$ cat src/rtl/qct_pkg.sv
package qct_pkg;
  parameter int CNT_W     = 16;
  parameter int NCH       = 4;
  parameter int PS_STAGES = 7;
  parameter int ADDR_W    = 4;

  localparam int PSEL_W  = $clog2(PS_STAGES + 1);
  localparam int NFLAG   = NCH + 2;
  localparam int CH_BASE = 8;

  localparam logic [ADDR_W-1:0] A_CTRL  = ADDR_W'(0);
  localparam logic [ADDR_W-1:0] A_MODE  = ADDR_W'(1);
  localparam logic [ADDR_W-1:0] A_OCACT = ADDR_W'(2);
  localparam logic [ADDR_W-1:0] A_PACTL = ADDR_W'(3);
  localparam logic [ADDR_W-1:0] A_FLAGS = ADDR_W'(4);
  localparam logic [ADDR_W-1:0] A_IEN   = ADDR_W'(5);
  localparam logic [ADDR_W-1:0] A_COUNT = ADDR_W'(6);
  localparam logic [ADDR_W-1:0] A_PACNT = ADDR_W'(7);

  typedef enum logic [1:0] {OC_NONE, OC_TOGGLE, OC_CLEAR, OC_SET} ocAct_e;

  typedef struct packed {
    logic              run;
    logic [PSEL_W-1:0] psel;
    logic [NCH-1:0]    isCmp;
    logic [2*NCH-1:0]  edgeSel;
    logic [2*NCH-1:0]  ocAct;
    logic              paEn;
    logic              paGated;
    logic              paInv;
  } cfg_t;

  typedef struct packed {
    logic [NCH-1:0]   loadChan;
    logic             loadPa;
    logic [CNT_W-1:0] data;
  } strobe_t;

  typedef struct packed {
    logic [NCH-1:0] chHit;
    logic           cntWrap;
    logic           paWrap;
  } evt_t;
endpackage

$ cat src/rtl/qct_datapath.sv
module qct_datapath
  import qct_pkg::*;
(
  input  logic                      clk,
  input  logic                      rstN,
  input  cfg_t                      cfg,
  input  strobe_t                   stb,
  input  logic [NCH-1:0]            pinIn,
  output evt_t                      evt,
  output logic [CNT_W-1:0]          cntVal,
  output logic [CNT_W-1:0]          paVal,
  output logic [NCH-1:0][CNT_W-1:0] chanVal,
  output logic [NCH-1:0]            ocOut
);
  logic [PS_STAGES-1:0] divCnt;
  logic [PS_STAGES-1:0] divMask;
  logic                 tick;
  logic [CNT_W-1:0]     cnt;
  logic [CNT_W-1:0]     paCnt;
  logic [NCH-1:0]       sync1, sync2, prevS, rise, fall, edgeHit, chHitV;
  logic                 paStep;

  // prescaler: divider runs only while enabled, cleared when stopped
  assign divMask = (PS_STAGES'(1) << cfg.psel) - PS_STAGES'(1);
  assign tick    = cfg.run && ((divCnt & divMask) == divMask);

  always_ff @(posedge clk or negedge rstN) begin
    if (!rstN) begin
      divCnt <= '0;
      cnt    <= '0;
    end else begin
      divCnt <= cfg.run ? divCnt + PS_STAGES'(1) : '0;
      if (tick) cnt <= cnt + CNT_W'(1);
    end
  end

  // two-flop synchronizer plus edge history
  always_ff @(posedge clk or negedge rstN) begin
    if (!rstN) begin
      sync1 <= '0;
      sync2 <= '0;
      prevS <= '0;
    end else begin
      sync1 <= pinIn;
      sync2 <= sync1;
      prevS <= sync2;
    end
  end

  assign rise = sync2 & ~prevS;
  assign fall = ~sync2 & prevS;

  for (genvar i = 0; i < NCH; i++) begin : g_chan
    localparam bit IS_LAST = (i == NCH - 1);
    logic             chActive, capHit, cmpHit, ocQ;
    logic [CNT_W-1:0] valQ;

    assign edgeHit[i] = (cfg.edgeSel[2*i] & rise[i]) | (cfg.edgeSel[2*i+1] & fall[i]);
    assign chActive   = !(IS_LAST && cfg.paEn);
    assign capHit     = chActive && !cfg.isCmp[i] && edgeHit[i];
    assign cmpHit     = chActive && cfg.isCmp[i] && tick && (cnt == valQ);

    always_ff @(posedge clk or negedge rstN) begin
      if (!rstN) begin
        valQ <= '0;
        ocQ  <= 1'b0;
      end else begin
        if (capHit)               valQ <= cnt;
        else if (stb.loadChan[i]) valQ <= stb.data;
        if (cmpHit) begin
          case (ocAct_e'(cfg.ocAct[2*i +: 2]))
            OC_TOGGLE: ocQ <= ~ocQ;
            OC_CLEAR:  ocQ <= 1'b0;
            OC_SET:    ocQ <= 1'b1;
            default:   ocQ <= ocQ;
          endcase
        end
      end
    end

    assign chHitV[i]  = capHit | cmpHit;
    assign chanVal[i] = valQ;
    assign ocOut[i]   = ocQ;
  end

  // pulse accumulator on the last channel's pin
  assign paStep = cfg.paEn &&
                  (cfg.paGated ? (tick && (sync2[NCH-1] ^ cfg.paInv))
                               : (cfg.paInv ? fall[NCH-1] : rise[NCH-1]));

  always_ff @(posedge clk or negedge rstN) begin
    if (!rstN)           paCnt <= '0;
    else if (stb.loadPa) paCnt <= stb.data;
    else if (paStep)     paCnt <= paCnt + CNT_W'(1);
  end

  always_comb begin
    evt.chHit   = chHitV;
    evt.cntWrap = tick && (cnt == '1);
    evt.paWrap  = paStep && !stb.loadPa && (paCnt == '1);
  end

  assign cntVal = cnt;
  assign paVal  = paCnt;

  // a stopped counter never moves
  a_r2_hold_stopped: assert property (@(posedge clk) disable iff (!rstN)
    !cfg.run |=> $stable(cntVal));
  // a reported wrap leaves the counter at zero
  a_r3_wrap_zero: assert property (@(posedge clk) disable iff (!rstN)
    evt.cntWrap |=> (cntVal == '0));
  // compare pins only move on a channel event
  a_r6_oc_quiet: assert property (@(posedge clk) disable iff (!rstN)
    !(|evt.chHit) |=> $stable(ocOut));
  // disabled accumulator holds unless loaded
  a_r7_pa_idle: assert property (@(posedge clk) disable iff (!rstN)
    (!cfg.paEn && !stb.loadPa) |=> $stable(paVal));
endmodule

$ cat src/rtl/qct_ctrl.sv
module qct_ctrl
  import qct_pkg::*;
(
  input  logic                      clk,
  input  logic                      rstN,
  input  logic                      wrEn,
  input  logic [ADDR_W-1:0]         addr,
  input  logic [CNT_W-1:0]          wrData,
  input  evt_t                      evt,
  input  logic [CNT_W-1:0]          cntVal,
  input  logic [CNT_W-1:0]          paVal,
  input  logic [NCH-1:0][CNT_W-1:0] chanVal,
  output cfg_t                      cfg,
  output strobe_t                   stb,
  output logic [CNT_W-1:0]          rdData,
  output logic [NFLAG-1:0]          flags,
  output logic                      irq
);
  logic [NFLAG-1:0] ien, setV, clrV;

  always_ff @(posedge clk or negedge rstN) begin
    if (!rstN) begin
      cfg <= '0;
      ien <= '0;
    end else if (wrEn) begin
      case (addr)
        A_CTRL: begin
          cfg.run  <= wrData[0];
          cfg.psel <= wrData[PSEL_W:1];
        end
        A_MODE: begin
          cfg.isCmp   <= wrData[NCH-1:0];
          cfg.edgeSel <= wrData[NCH +: 2*NCH];
        end
        A_OCACT: cfg.ocAct <= wrData[2*NCH-1:0];
        A_PACTL: begin
          cfg.paEn    <= wrData[0];
          cfg.paGated <= wrData[1];
          cfg.paInv   <= wrData[2];
        end
        A_IEN:   ien <= wrData[NFLAG-1:0];
        default: ;
      endcase
    end
  end

  assign setV = {evt.paWrap, evt.cntWrap, evt.chHit};
  assign clrV = (wrEn && addr == A_FLAGS) ? wrData[NFLAG-1:0] : '0;

  always_ff @(posedge clk or negedge rstN) begin
    if (!rstN) flags <= '0;
    else       flags <= (flags & ~clrV) | setV;
  end

  assign irq = |(flags & ien);

  always_comb begin
    for (int i = 0; i < NCH; i++)
      stb.loadChan[i] = wrEn && (addr == ADDR_W'(CH_BASE + i));
    stb.loadPa = wrEn && (addr == A_PACNT);
    stb.data   = wrData;
  end

  always_comb begin
    rdData = '0;
    case (addr)
      A_CTRL:  rdData = CNT_W'({cfg.psel, cfg.run});
      A_MODE:  rdData = CNT_W'({cfg.edgeSel, cfg.isCmp});
      A_OCACT: rdData = CNT_W'(cfg.ocAct);
      A_PACTL: rdData = CNT_W'({cfg.paInv, cfg.paGated, cfg.paEn});
      A_FLAGS: rdData = CNT_W'(flags);
      A_IEN:   rdData = CNT_W'(ien);
      A_COUNT: rdData = cntVal;
      A_PACNT: rdData = paVal;
      default:
        for (int i = 0; i < NCH; i++)
          if (addr == ADDR_W'(CH_BASE + i)) rdData = chanVal[i];
    endcase
  end

  // every channel event is reflected in its flag one cycle later
  a_r4_flag_follows_hit: assert property (@(posedge clk) disable iff (!rstN)
    (|evt.chHit) |=> ((flags[NCH-1:0] & $past(evt.chHit)) == $past(evt.chHit)));
  // a write-one clears the counter-wrap flag when no wrap competes
  a_r11_w1c: assert property (@(posedge clk) disable iff (!rstN)
    (wrEn && addr == A_FLAGS && wrData[NCH] && !evt.cntWrap) |=> !flags[NCH]);
endmodule

$ cat src/rtl/quad_capture_timer.sv
module quad_capture_timer
  import qct_pkg::*;
(
  input  logic              clk,
  input  logic              rstN,
  input  logic              wrEn,
  input  logic [ADDR_W-1:0] addr,
  input  logic [CNT_W-1:0]  wrData,
  output logic [CNT_W-1:0]  rdData,
  input  logic [NCH-1:0]    chanPin,
  output logic [NCH-1:0]    cmpOut,
  output logic [NFLAG-1:0]  statusFlags,
  output logic              irq
);
  cfg_t                      cfg;
  strobe_t                   stb;
  evt_t                      evt;
  logic [CNT_W-1:0]          cntVal, paVal;
  logic [NCH-1:0][CNT_W-1:0] chanVal;

  qct_ctrl u_ctrl (
    .clk(clk), .rstN(rstN), .wrEn(wrEn), .addr(addr), .wrData(wrData),
    .evt(evt), .cntVal(cntVal), .paVal(paVal), .chanVal(chanVal),
    .cfg(cfg), .stb(stb), .rdData(rdData), .flags(statusFlags), .irq(irq)
  );

  qct_datapath u_dp (
    .clk(clk), .rstN(rstN), .cfg(cfg), .stb(stb), .pinIn(chanPin),
    .evt(evt), .cntVal(cntVal), .paVal(paVal), .chanVal(chanVal), .ocOut(cmpOut)
  );
endmodule

$ cat config.mk
export PLATFORM = sky130hd
export DESIGN_NAME = quad_capture_timer
export DESIGN_NICKNAME = d
export VERILOG_FILES = /design/src/rtl/qct_pkg.sv /design/src/rtl/qct_datapath.sv /design/src/rtl/qct_ctrl.sv /design/src/rtl/quad_capture_timer.sv
export SDC_FILE = /design/constraint.sdc
export NUM_CORES = 1
export LEC_CHECK = 0
export ABC_CLOCK_PERIOD_IN_PS = 2670
export BUFFER_PORTS_ARGS = -buffer_cell sky130_fd_sc_hd__buf_4
export CAP_MARGIN = 20
export CELL_PAD_IN_SITES_DETAIL_PLACEMENT = 0
export CELL_PAD_IN_SITES_GLOBAL_PLACEMENT = 1
export CORE_ASPECT_RATIO = 0.75
export CORE_MARGIN = 8
export CORE_UTILIZATION = 48
export DETAILED_ROUTE_END_ITERATION = 10
export GPL_ROUTABILITY_DRIVEN = 0
export PLACE_DENSITY = 0.92
export SLEW_MARGIN = 10
export SYNTH_ARGS = -nofsm -noshare
export SYNTH_HDL_FRONTEND = slang
export SYNTH_SLANG_ARGS = --single-unit
export TNS_END_PERCENT = 10
$ cat constraint.sdc
create_clock -name clk -period 2.67 [get_ports clk]
set_clock_uncertainty 0.1 [all_clocks]
set_input_delay 0.1335 -clock clk [delete_from_list [all_inputs] [get_ports clk]]
set_output_delay 0.1335 -clock clk [all_outputs]
set_load 0.05 [all_outputs]
==> metrics.md <==
| Metric | Value |
|---|---|
| Outcome | `finished, violations left` |
| Violations in the final reports | `DRC` |
| Setup ws final | `140 ps` |
| Slew margin rel. | `around two fifths` |
| Top cells by area, synth | `dfrtp_1, mux2i_1, xnor2_1` |
| CTS Buf Count | `17` |
| Via count | `7713` |
| Synth warn | `0` |
| CTS tree | `built` |
| CP required | `about 2400 ps` |
| CP startpoint kind | `flip-flop` |
| VDD IR-drop max | `0.399 mV` |
| Synth Area in Compound Gates | `around 11%` |
| Nets | `between 1000 and 1500` |
| Number of synthesized flops with an enable pin | `0` |
| PD cells | `838 mW/mm2` |
| Most instantiated cells after synthesis | `dfrtp_1, nand2_1, mux2i_1, xnor2_1, o21ai_0` |
| Gr ovfl total | `0` |
| Core area | `0.0186 mm2` |
| Die area | `0.0238 mm2` |
| Critical path data arrival time | `2300 ps` |
| Most frequent CP cell | `buf_4` |
| Area Overhead vs Synth | `17.0%` |
| Chip Height | `approximately 140 um` |
| Later-pin clock latency in the skew report | `430 ps` |
| Antenna-violating nets left | `0` |
| First-pass GRT wire length | `45.0 mm` |
| Post-synth top area share | `approximately 43%` |
| Final min period | `about 2500 ps` |
| Clock buffer depth | `2` |
| Port Buffers | `53` |
| Max Clock Freq | `~0.40 GHz` |
| Crit end category | `output pin` |
| Yosys reg bits | `~160` |
| Crit share post-route | `94.8%` |
| Ys async rst share | `100%` |
| Vias in the first global route | `7610` |
| Total Routing Usage GR | `24.5%` |
| Routed vias/inst | `6.10` |
| Routed WL | `approximately 29 mm` |
| Fill count | `1605` |
| Postcts setup bufs | `0` |
| Pin count of the biggest net entering global routing | `67` |
| Chip Width | `175 um` |
| Slew Viols, Final | `0` |
| Root Buffer | `clkbuf_16` |
| Dpl hpwl | `20.3 mm` |
| Synth Area in Adders | `0.411%` |
| Row count | `43` |
| Slowest stage delay, CP | `490 ps` |
| Measured slew at the worst slew-check pin | `898 ps` |
| Post-route DRC | `1` |
| Synth Instances | `944` |
| CP Class | `reg -> out` |
| Largest family of logic cells by synthesized area | `simple AND/OR/NAND/NOR gates` |
| Syn_nets | `just under 1000` |
| IO Count | `54` |
| Detailed Route Iter0 Violations | `933` |
| Critical Path, Cell by Cell | `buf_4 -> buf_4 -> mux4_2 -> a32oi_1 -> o21ai_0 -> buf_4` |
| RSZ-0062 raised after global routing | `no` |
| Initial core utilization | `49.2%` |
| Initial antenna violation count | `1` |
| Worst min path class | `in -> reg` |
| Dpl ws | `278 ps` |
| Post-synthesis mux area share | `15.7%` |
| Post-synth top flop | `dfrtp_1` |
| Clock-pin slew on the worst setup and hold paths | `70 ps` |
| CP Max Fanout | `6` |
| Max-cap viol count | `0` |
| Drt wl/cell | `~23 um` |
| Top-count cell post-synth | `dfrtp_1` |
| CTS sink cnt | `between 150 and 200` |
| # resized after CTS | `0` |
| Leak | `4.63 nW` |
| Syn avg cell area | `around 9.7 um2` |
| Largest area contributor in the netlist | `dfrtp_1` |
| Seq/Total Area, Yosys | `43.3%` |
| Synth cell types | `60` |
| Post-Synth XOR/XNOR Area | `9.30%` |
| Hold Vio Cnt, Final | `0` |
| Setup violators final | `0` |
| Synth Area in Simple Gates | `16.2%` |
| Layout cells sized above 1 | `18.3%` |
| Antenna diodes | `0` |
| Total negative setup slack | `0 ps` |
| H-Tree Depth | `4` |
| Netlist Area Pre-Place | `approximately 0.0091 mm2` |
| Crit-path slowest cell | `dfrtp_1` |
| Pre-antenna DRT Iters | `11` |
| Fin util | `roughly 58%` |
-- final timing paths --
kind                                start  slack, ps  depth (start not counted)                      to
setup / recovery           u_dp.cntVal[2]        140                          6               rdData[2]
hold / removal                       wrEn        170                          3           u_ctrl.cfg[0]
setup reg to reg           u_ctrl.cfg[24]        210                          7          u_dp.paVal[14]
hold reg to reg             u_dp.sync1[0]        250                          0           u_dp.sync2[0]
max in group asynchronous            rstN       1430                          3  u_dp.g_chan[2].valQ[5]
min in group asynchronous            rstN        180                          2          u_dp.divCnt[5]
-- worst max-delay path, delay by kind of cell (launching register included) --
family	cells	cell delay [ps]
AOI/OAI and AO/OA	2	330
buffers and inverters	3	600
DFF	1	490
muxes	1	450
-- placed cells by master, fill, tap and decap left out, types with 8 or more instances in the layout --
cell	instances
mux4_2	9
buf_4	94
o21ai_0	74
dlygate4sd3_1	21
dfrtp_1	158
clkbuf_16	17
nand2_1	120
mux2i_1	84
mux2_2	35
and2_1	9
a22oi_1	8
nor2b_1	9
nor4_1	11
a21oi_1	51
and3_1	10
nand3b_1	10
nand3_1	34
inv_1	11
nor2_1	55
nand4_1	12
xor2_1	16
xnor2_1	81
-- power breakdown --
group	switching, mW	internal [mW]
clock	1.03	1.60
combinational	1.46	1.16
sequential	0.742	2.96
total	3.23	5.73
-- routing by layer --
layer | vias to the layer above | global-route usage, % | part of all wire [%]
li1 | 3401 | - | -
met1 | 3764 | 34.7 | 43
met2 | 493 | 36.2 | 43
met3 | 53 | 7.66 | 12
met4 | 2 | 5.59 | 2.0
met5 | - | 0 | 0.045
-- cells by family after synthesis --
logic type / count (synthesis)
and+or+nand+nor: 298
AOI/OAI and AO/OA: 173
DFF: 158
muxes: 128
xor gates and xnor gates: 97
buffers and inverters: 87
adders and majority gates: 3
-- area by class of cell --
cell class	instances	area, um2	area share, %
Clock buffer	20	447	4.18
Clock inverter	12	185	1.73
Inverter	11	41.3	0.386
Multi-Input combinational cell	699	4810	45.0
Sequential cell	158	3950	37.0
Tap cell	247	309	2.89
Timing Repair Buffer	117	947	8.86
-- state kept, by name, indices dropped and copies added (netlist names) --
register	flops
u_dp.g_chan.valQ	64
u_dp.divCnt	7
u_dp.prevS	4
u_dp.g_chan.ocQ	4
u_dp.sync2	4
u_dp.sync1	4
u_ctrl.flags	6
u_dp.cntVal	16
u_dp.paVal	16
u_ctrl.cfg	27
u_ctrl.ien	6
-- timing repair --
action                                 in CTS  in global routing
hold buffers                               21                  0
setup endpoints to repair                   0                  0
endpoints found under the hold margin     128                  0
-- through the flow --
| step | hold slack [ps] | power (mW) | cells | area, um2 |
|---|---|---|---|---|
| after floorplan | -262 | 5.25 | 944 | 9140 |
| after global placement | 83.5 | 6.18 | 1211 | 9850 |
| final | 170 | 8.96 | 1264 | 10700 |
| after global routing | 176 | 9.35 | 1264 | 10700 |
| after CTS | 151 | 8.91 | 1264 | 10700 |
| after detailed placement | 81.6 | 6.24 | 1211 | 9850 |
Note: power is estimated with default switching activity, not from simulation.
